===== config.mk =====
export PLATFORM = sky130hd
export DESIGN_NAME = pwr_mode_ctl
export DESIGN_NICKNAME = d
export VERILOG_FILES = /design/src/rtl/pmc_pkg.sv /design/src/rtl/pmc_req_hold.sv /design/src/rtl/pmc_seq.sv /design/src/rtl/pmc_clk_out.sv /design/src/rtl/pwr_mode_ctl.sv
export SDC_FILE = /design/constraint.sdc
export NUM_CORES = 1
export LEC_CHECK = 0
export ABC_AREA = 1
export CAP_MARGIN = 5
export CORE_MARGIN = 2
export CORE_UTILIZATION = 25
export DETAILED_ROUTE_END_ITERATION = 10
export GPL_ROUTABILITY_DRIVEN = 0
export GPL_TIMING_DRIVEN = 0
export MAX_ROUTING_LAYER = met4
export SLEW_MARGIN = 30
export SYNTH_ARGS = -nofsm -noshare
export SYNTH_HDL_FRONTEND = slang
export SYNTH_SLANG_ARGS = --single-unit

===== constraint.sdc =====
create_clock -name clk -period 1.65 [get_ports clk]
set_input_delay 0.33 -clock clk [delete_from_list [all_inputs] [get_ports clk]]
set_output_delay 0.33 -clock clk [all_outputs]
set_load 0.05 [all_outputs]

===== src/rtl/pmc_pkg.sv =====
package pmc_pkg;

    typedef enum logic [1:0] {
        MODE_NORMAL = 2'd0,
        MODE_SLOW   = 2'd1,
        MODE_DOZE   = 2'd2,
        MODE_SLEEP  = 2'd3
    } pmode_e;

    typedef enum logic [1:0] {
        PH_IDLE   = 2'd0,
        PH_LOCK   = 2'd1,
        PH_GATE   = 2'd2,
        PH_SWITCH = 2'd3
    } phase_e;

    localparam logic [1:0] CSRC_PLL  = 2'd0;
    localparam logic [1:0] CSRC_XTAL = 2'd1;
    localparam logic [1:0] CSRC_32K  = 2'd2;

    typedef struct packed {
        logic d32;
        logic p1off;
        logic p2keep;
    } modeopt_t;

    typedef struct packed {
        logic [1:0] core_sel;
        logic       bus_sel;
        logic       pll1_bypass;
        logic       pll1_en;
        logic       pll2_en;
        logic       core_en;
        logic       bus_en;
        logic       periph_on;
    } clkcfg_t;

    function automatic logic needs_pll1(pmode_e m);
        return m == MODE_NORMAL;
    endfunction

    function automatic logic needs_pll2(pmode_e m);
        return m != MODE_SLEEP;
    endfunction

    function automatic clkcfg_t mode_cfg(pmode_e m, modeopt_t o);
        clkcfg_t c;
        c = '0;
        case (m)
            MODE_NORMAL: begin
                c.core_sel = CSRC_PLL;  c.bus_sel = 1'b0; c.pll1_bypass = 1'b0;
                c.pll1_en  = 1'b1;      c.pll2_en = 1'b1;
                c.core_en  = 1'b1;      c.bus_en  = 1'b1; c.periph_on = 1'b1;
            end
            MODE_SLOW: begin
                c.core_sel = CSRC_XTAL; c.bus_sel = 1'b1; c.pll1_bypass = 1'b1;
                c.pll1_en  = ~o.p1off;  c.pll2_en = 1'b1;
                c.core_en  = 1'b1;      c.bus_en  = 1'b1; c.periph_on = 1'b1;
            end
            MODE_DOZE: begin
                c.core_sel = o.d32 ? CSRC_32K : CSRC_XTAL;
                c.bus_sel  = 1'b1;      c.pll1_bypass = 1'b1;
                c.pll1_en  = ~o.p1off;  c.pll2_en = 1'b1;
                c.core_en  = 1'b1;      c.bus_en  = 1'b1; c.periph_on = 1'b1;
            end
            default: begin
                c.core_sel = CSRC_32K;  c.bus_sel = 1'b1; c.pll1_bypass = 1'b1;
                c.pll1_en  = 1'b0;      c.pll2_en = o.p2keep;
                c.core_en  = 1'b0;      c.bus_en  = 1'b0; c.periph_on = 1'b0;
            end
        endcase
        return c;
    endfunction

endpackage


===== src/rtl/pmc_req_hold.sv =====
module pmc_req_hold
    import pmc_pkg::*;
(
    input  logic   clk,
    input  logic   rst,
    input  logic   req_valid,
    input  pmode_e req_mode,
    input  logic   wake_irq,
    input  logic   idle,
    input  pmode_e cur_mode,
    input  logic   take,
    output logic   pend_vld,
    output pmode_e pend_mode
);
    logic wake_req;

    assign wake_req = wake_irq && idle &&
                      (cur_mode == MODE_DOZE || cur_mode == MODE_SLEEP);

    always_ff @(posedge clk) begin
        if (rst) begin
            pend_vld  <= 1'b0;
            pend_mode <= MODE_NORMAL;
        end else if (req_valid) begin
            pend_vld  <= 1'b1;
            pend_mode <= req_mode;
        end else if (wake_req) begin
            pend_vld  <= 1'b1;
            pend_mode <= MODE_NORMAL;
        end else if (take) begin
            pend_vld  <= 1'b0;
        end
    end
endmodule


===== src/rtl/pmc_seq.sv =====
module pmc_seq
    import pmc_pkg::*;
(
    input  logic     clk,
    input  logic     rst,
    input  logic     pend_vld,
    input  pmode_e   pend_mode,
    input  logic     pll1_lock,
    input  logic     pll2_lock,
    input  logic     tick_32k,
    input  modeopt_t opt_in,
    output logic     take,
    output phase_e   phase,
    output pmode_e   cur_mode,
    output pmode_e   tgt_mode,
    output modeopt_t opt_cur,
    output modeopt_t opt_tgt
);
    logic start_ok;
    logic locks_ok;

    assign start_ok = (cur_mode != MODE_SLEEP) || tick_32k;
    assign take     = (phase == PH_IDLE) && pend_vld && start_ok;
    assign locks_ok = (!needs_pll1(tgt_mode) || pll1_lock) &&
                      (!needs_pll2(tgt_mode) || pll2_lock);

    always_ff @(posedge clk) begin
        if (rst) begin
            phase    <= PH_IDLE;
            cur_mode <= MODE_SLOW;
            tgt_mode <= MODE_SLOW;
            opt_cur  <= '0;
            opt_tgt  <= '0;
        end else begin
            case (phase)
                PH_IDLE: begin
                    if (take && pend_mode != cur_mode) begin
                        phase    <= PH_LOCK;
                        tgt_mode <= pend_mode;
                        opt_tgt  <= opt_in;
                    end
                end
                PH_LOCK: begin
                    if (locks_ok) phase <= PH_GATE;
                end
                PH_GATE: begin
                    phase <= PH_SWITCH;
                end
                default: begin
                    phase    <= PH_IDLE;
                    cur_mode <= tgt_mode;
                    opt_cur  <= opt_tgt;
                end
            endcase
        end
    end
endmodule


===== src/rtl/pmc_clk_out.sv =====
module pmc_clk_out
    import pmc_pkg::*;
#(
    parameter int NP = 4
) (
    input  phase_e         phase,
    input  pmode_e         cur_mode,
    input  pmode_e         tgt_mode,
    input  modeopt_t       opt_cur,
    input  modeopt_t       opt_tgt,
    input  logic [NP-1:0]  periph_gate,
    output clkcfg_t        cfg,
    output logic [NP-1:0]  periph_en
);
    clkcfg_t c_cur;
    clkcfg_t c_tgt;

    assign c_cur = mode_cfg(cur_mode, opt_cur);
    assign c_tgt = mode_cfg(tgt_mode, opt_tgt);

    always_comb begin
        cfg = c_cur;
        if (phase != PH_IDLE) begin
            cfg.pll1_en = c_cur.pll1_en | c_tgt.pll1_en;
            cfg.pll2_en = c_cur.pll2_en | c_tgt.pll2_en;
        end
        if (phase == PH_GATE || phase == PH_SWITCH) begin
            cfg.core_en = 1'b0;
            cfg.bus_en  = 1'b0;
        end
        if (phase == PH_SWITCH) begin
            cfg.core_sel    = c_tgt.core_sel;
            cfg.bus_sel     = c_tgt.bus_sel;
            cfg.pll1_bypass = c_tgt.pll1_bypass;
        end
    end

    assign periph_en = cfg.periph_on ? ~periph_gate : '0;
endmodule


===== src/rtl/pwr_mode_ctl.sv =====
module pwr_mode_ctl
    import pmc_pkg::*;
#(
    parameter int NP = 4
) (
    input  logic          clk,
    input  logic          rst,
    input  logic          req_valid,
    input  logic [1:0]    req_mode,
    input  logic          doze_core_32k,
    input  logic          pll1_off_lowspd,
    input  logic          pll2_keep_sleep,
    input  logic [NP-1:0] periph_gate,
    input  logic          pll1_lock,
    input  logic          pll2_lock,
    input  logic          wake_irq,
    input  logic          tick_32k,
    output logic [1:0]    core_sel,
    output logic          bus_sel,
    output logic          pll1_en,
    output logic          pll1_bypass,
    output logic          pll2_en,
    output logic          core_clk_en,
    output logic          bus_clk_en,
    output logic [NP-1:0] periph_clk_en,
    output logic [2:0]    mode_status,
    output logic          busy
);
    logic     take, pend_vld;
    pmode_e   pend_mode, cur_mode, tgt_mode;
    phase_e   phase;
    modeopt_t opt_in, opt_cur, opt_tgt;
    clkcfg_t  cfg;

    assign opt_in = '{d32: doze_core_32k, p1off: pll1_off_lowspd, p2keep: pll2_keep_sleep};

    pmc_req_hold u_hold (
        .clk(clk), .rst(rst), .req_valid(req_valid), .req_mode(pmode_e'(req_mode)),
        .wake_irq(wake_irq), .idle(phase == PH_IDLE), .cur_mode(cur_mode),
        .take(take), .pend_vld(pend_vld), .pend_mode(pend_mode)
    );

    pmc_seq u_seq (
        .clk(clk), .rst(rst), .pend_vld(pend_vld), .pend_mode(pend_mode),
        .pll1_lock(pll1_lock), .pll2_lock(pll2_lock), .tick_32k(tick_32k),
        .opt_in(opt_in), .take(take), .phase(phase), .cur_mode(cur_mode),
        .tgt_mode(tgt_mode), .opt_cur(opt_cur), .opt_tgt(opt_tgt)
    );

    pmc_clk_out #(.NP(NP)) u_out (
        .phase(phase), .cur_mode(cur_mode), .tgt_mode(tgt_mode),
        .opt_cur(opt_cur), .opt_tgt(opt_tgt), .periph_gate(periph_gate),
        .cfg(cfg), .periph_en(periph_clk_en)
    );

    assign core_sel    = cfg.core_sel;
    assign bus_sel     = cfg.bus_sel;
    assign pll1_en     = cfg.pll1_en;
    assign pll1_bypass = cfg.pll1_bypass;
    assign pll2_en     = cfg.pll2_en;
    assign core_clk_en = cfg.core_en;
    assign bus_clk_en  = cfg.bus_en;
    assign mode_status = {1'b0, cur_mode};
    assign busy        = (phase != PH_IDLE);
endmodule


# Yosys cells after proc, flatten, opt, wreduce, memory -nomap -nowiden

Index checks and enable logic that the tools add are counted.

Mux-type cells: 16
Reductions and logical operators: 22
Equality and inequality tests: 13
Bitwise operators: 5

Operator list:

| cell                 | number |
|---|---|
| $pmux W9 S3          | 2 |
| $mux W2              | 8 |
| $eq A2 B2 Y1 const B | 5 |
| $mux W4              | 2 |
| $eq A2 B1 Y1 const B | 3 |
| $logic_and A1 B1 Y1  | 6 |
| $logic_not A2 Y1     | 3 |
| $pmux W2 S3          | 1 |
| $logic_or A1 B1 Y1   | 5 |
| $ne A2 B1 Y1 const B | 2 |
| $ne A2 B2 Y1 const B | 2 |
| $not A4 Y4           | 1 |
| $reduce_and A2 Y1    | 2 |
| $reduce_bool A2 Y1   | 2 |
| $mux W1              | 3 |
| $reduce_bool A3 Y1   | 1 |
| $reduce_or A3 Y1     | 1 |
| $logic_not A1 Y1     | 2 |
| $ne A2 B2 Y1         | 1 |
| $not A1 Y1           | 2 |
| $or A1 B1 Y1         | 2 |

Register bits: 15
Output and inout port bits: 16

# Depth between registers and ports, before layout

Depth in word-level cells: 6
Depth in mapped cells: 9
Mapped depth without buffers: 9

# By module

From an unflattened synthesis, not the netlist that was laid out.

Cells, all modules: 148
Area, all modules: 930.9 µm²

By module, submodules not included:

| module       | times used | area each (µm²) | cells each | seq. area each (µm²) |
|---|---|---|---|---|
| pmc_seq      | 1          | 585.6           | 79         | 240.2 |
| pmc_clk_out  | 1          | 195.2           | 47         | 0.0 |
| pmc_req_hold | 1          | 123.9           | 16         | 60.1 |
| pwr_mode_ctl | 1          | 26.3            | 6          | 0.0 |

# Worst setup path after synthesis

Ideal clock, no wire load.

Kind: register to output
Start: register u_seq.cur_mode[1]
End: output pll1_bypass
Arrival time: 2385 ps
Required time: 1320 ps
Path buffers: 1
Stages on the path, launching flop included: 4
Setup slack: -1065 ps
Path through: dfxtp_1 > nor2_1 > o21ai_0 > buf_4

Word-level cells in the longest chain between the ends: 3
Elaborated cells between the ends (all ways): 5
Classes of those cells: eq/ne: 2; mux: 2; reduce/logical: 1

RTL lines:

| element                                    | line               | source |
|---|---|---|
| start, declared                            | pmc_seq.sv:14      | `output pmode_e cur_mode,` |
| start signal, assigned                     | pmc_seq.sv:51      | `cur_mode <= tgt_mode;` |
| $eq A2 B2 Y1, or another cell as far along | pmc_pkg.sv:49      | `case (m)` |
| $pmux W9 S3 (*)                            | pmc_pkg.sv:49      |  |
| $mux W4 (*)                                | pmc_clk_out.sv:31  | `if (phase == PH_SWITCH) begin` |
| end, declared                              | pwr_mode_ctl.sv:21 | `output logic pll1_bypass,` |

Mark *: on every way between the ends. The rest lies on a longest branch, timed or not.

# Final worst setup path

Start: register u_seq.phase[1]
End: output pll1_en

Word-level cells in the longest chain between the ends: 2

RTL lines:

| element                | line               | source |
|---|---|---|
| start, declared        | pmc_seq.sv:13      | `output phase_e phase,` |
| start signal, assigned | pmc_seq.sv:29      | `phase <= PH_IDLE;` |
| start signal, assigned | pmc_seq.sv:38      | `phase <= PH_LOCK;` |
| start signal, assigned | pmc_seq.sv:44      | `if (locks_ok) phase <= PH_GATE;` |
| $reduce_bool A2 Y1     | pmc_clk_out.sv:23  | `if (phase != PH_IDLE) begin` |
| $mux W2                | pmc_clk_out.sv:23  |  |
| end, declared          | pwr_mode_ctl.sv:20 | `output logic pll1_en,` |

No other way between the ends.

==> reports/results.ini <==
[final_layout]
diodes = 0
final_cell_mix = nor2_1 (22), nand2_1 (20), inv_1 (15), clkdlybuf4s50_1 (15), o21ai_0 (13)
nets = 190
drive_above_1_share_pct = 33.3
mostFrequentLayoutCell = nor2_1
area_growth_pct = 65.7

[routing]
wl_per_cell_um = 10.7
drtPass1Iterations = 4
drc = 0
vias_per_cell = 4.37
routed_wl_um = 2280
dr_wl_met2_um = 1080
vias = 936
dr_wl_met3_um = 132
final_antenna_net_count = 0
highest_layer = met4
route.layer.met1.wl_um = 1010
dr.first_iter.drc_count = 27

[critical_path]
cp_num_cells = 4
crit_buf_inv = 2
cp-end-kind = output port
crit_family = flip-flops
crit_path_cell_trace = inv_1 > ha_4 > o31ai_4 > buf_6
crit_type = register to output port
crit_arrival_ns = 1.40
crit_path_start_kind = register
cp_slowest_cell = dfxtp_4
cp.required_ns = 1.32
worstRegToRegCells = 9
cp_slowest_stage_delay_ns = 0.39
critPathMaxFanout = 6

[grt]
grt_pass1_vias = 901
antenna_found_initial = 0
grt_overflow_total = 0
grt_start_max_net_pins = 11
grt_pass1_wl_um = 3930
track_usage_pct = 12.7

[sta]
layout_min_cycle_time_ns = 1.73
hold_viol = 0
fin_tns_setup_ns = -0.259
grt_setup_unrepaired = yes
setup_slack_ns = -0.0753
setup_viol = 4
skew_ns = 0.00655
fmax_ghz = 0.580
slew_viol_final = 0
finalCritPeriodShare_pct = 105

[clock_tree]
cts-root-buf = clkbuf_4
clockBufferDepth = 2
postCtsHoldBufs = 0
cts_tree = yes
cts.sinks = 15
clock_latency_ns = 0.29
cts_made_buffers = 3
htreeDepth = 1
clk_pin_slew_worst_paths_ns = 0.10

[power_and_ir_drop]
power_uw = 2030
p_per_area_nw_per_um2 = 1410
power.leakage_uw = 0.000639
ir_drop_uv = 410

[synth]
ys_seq_elements = 15
syn_avg_cell_area_um2 = 6.84
yosysUniqueCellTypes = 22
synth-seq-area-share_pct = 34.6
ys_warn_count = 0
synthCells = 127
synth_area_um2 = 868
synth.net_count = 148

[die]
dieHeight_um = 62.9
fp.dieW_um = 62.9
ios = 32
start_util_pct = 26.0
core_area_um2 = 3340
fp-row-count = 21
die_area_um2 = 3960

[placed_design]
numPortBuffers = 30
hpwl_um = 1690

[job]
maxCapViolCount = 0

[outcome]
status = complete, but fails checks
violations = negative setup slack

[worst_hold_path]
worstHoldPathCells = 2
hold_path_class = register to register

==> flip-flops by register name, indices dropped and copies added, names as in the netlist <==
name              flops
u_seq.opt_cur         3
u_seq.tgt_mode        2
u_seq.opt_tgt         3
u_hold.pend_mode      2
u_hold.pend_vld       1
u_seq.cur_mode        2
u_seq.phase           2
==> cell usage after synthesis, drive strengths merged <==
cell type,instances,area share [%]
o22ai,1,0.72
nand2,24,12
nor2,25,11
a21oi,10,6.2
clkbuf,1,0.43
o21bai,1,0.86
o31ai,1,0.86
a31o,1,1.0
ha,5,7.2
nand3,1,1.2
conb,1,0.43
inv,18,7.8
buf,4,3.2
a32o,1,1.2
o211ai,1,0.86
dfxtp,15,35
o21ai,17,9.8
==> layer usage <==
layer  GRT usage [%]  vias up
met5               -        -
met3            3.24        7
met2            20.2       28
met1            14.4      418
li1                -      483
met4            6.94        0
==> logic make-up after synthesis <==
family                   count (synthesis)  synth area share (%)
AND/OR/NAND/NOR                         50                  24.9
other                                    1                 0.432
adder cells (fa/ha/maj)                  5                  7.20
AO/OA/AOI/OAI                           33                  21.5
buffers and inverters                   23                  11.4
flip-flops                              15                  34.6
==> path summary, 6_finish.rpt <==
| kind | startpoint | to | slack [ns] |
|---|---|---|---|
| min reg2reg | u_hold.pend_vld | u_hold.pend_vld | 0.48 |
| max | u_seq.phase[1] | pll1_en | -0.08 |
| min | u_hold.pend_vld | u_hold.pend_vld | 0.48 |
| max reg2reg | u_seq.phase[1] | u_seq.phase[1] | 0.28 |
==> tightest hold or removal path, cell delays in order, from the launching register on <==
cell     delay, ns
dfxtp_1       0.32
o21ai_0       0.06
a21oi_1       0.06
==> stage by stage <==
| stage | worst slack, ns | cells | cell area (µm²) | utilization, % | hold WS (ns) |
|---|---|---|---|---|---|
| after floorplan | 0.000373 | 127 | 912 | - | 0.399 |
| after global placement | -0.589 | 203 | 1270 | 38.1 | 0.464 |
| after detailed placement | -0.644 | 203 | 1270 | 38.1 | 0.469 |
| after CTS | -0.125 | 209 | 1360 | 40.6 | 0.484 |
| after global routing | -0.132 | 214 | 1440 | 43.1 | 0.505 |
| final | -0.0753 | 214 | 1440 | 43.1 | 0.483 |
==> final cells by class <==
class                      count  area (µm²)
multi-input combinational     89         569
fill                         350        1900
clock inverter                 1        5.00
clock buffer                   3        22.5
inverter                      18        76.3
buffer                         5        38.8
sequential                    15         317
timing repair buffer          37         353
tap                           46        57.6
==> what timing repair did <==
| action | 4_1_cts | 5_1_grt |
|---|---|---|
| pin swaps | 2 | 5 |
| setup buffers | 2 | 5 |
| endpoints found under the setup margin | 21 | 10 |
| gates resized for setup | 102 | 17 |
==> where the power goes <==
group	switching (µW)	leakage, µW	internal (µW)
Combinational	759	0.000497	516
Sequential	85.7	0.000125	444
Clock	132	0.0000177	90.3
Total	976	0.000639	1050
No activity file was read; power rests on OpenSTA's default activity.
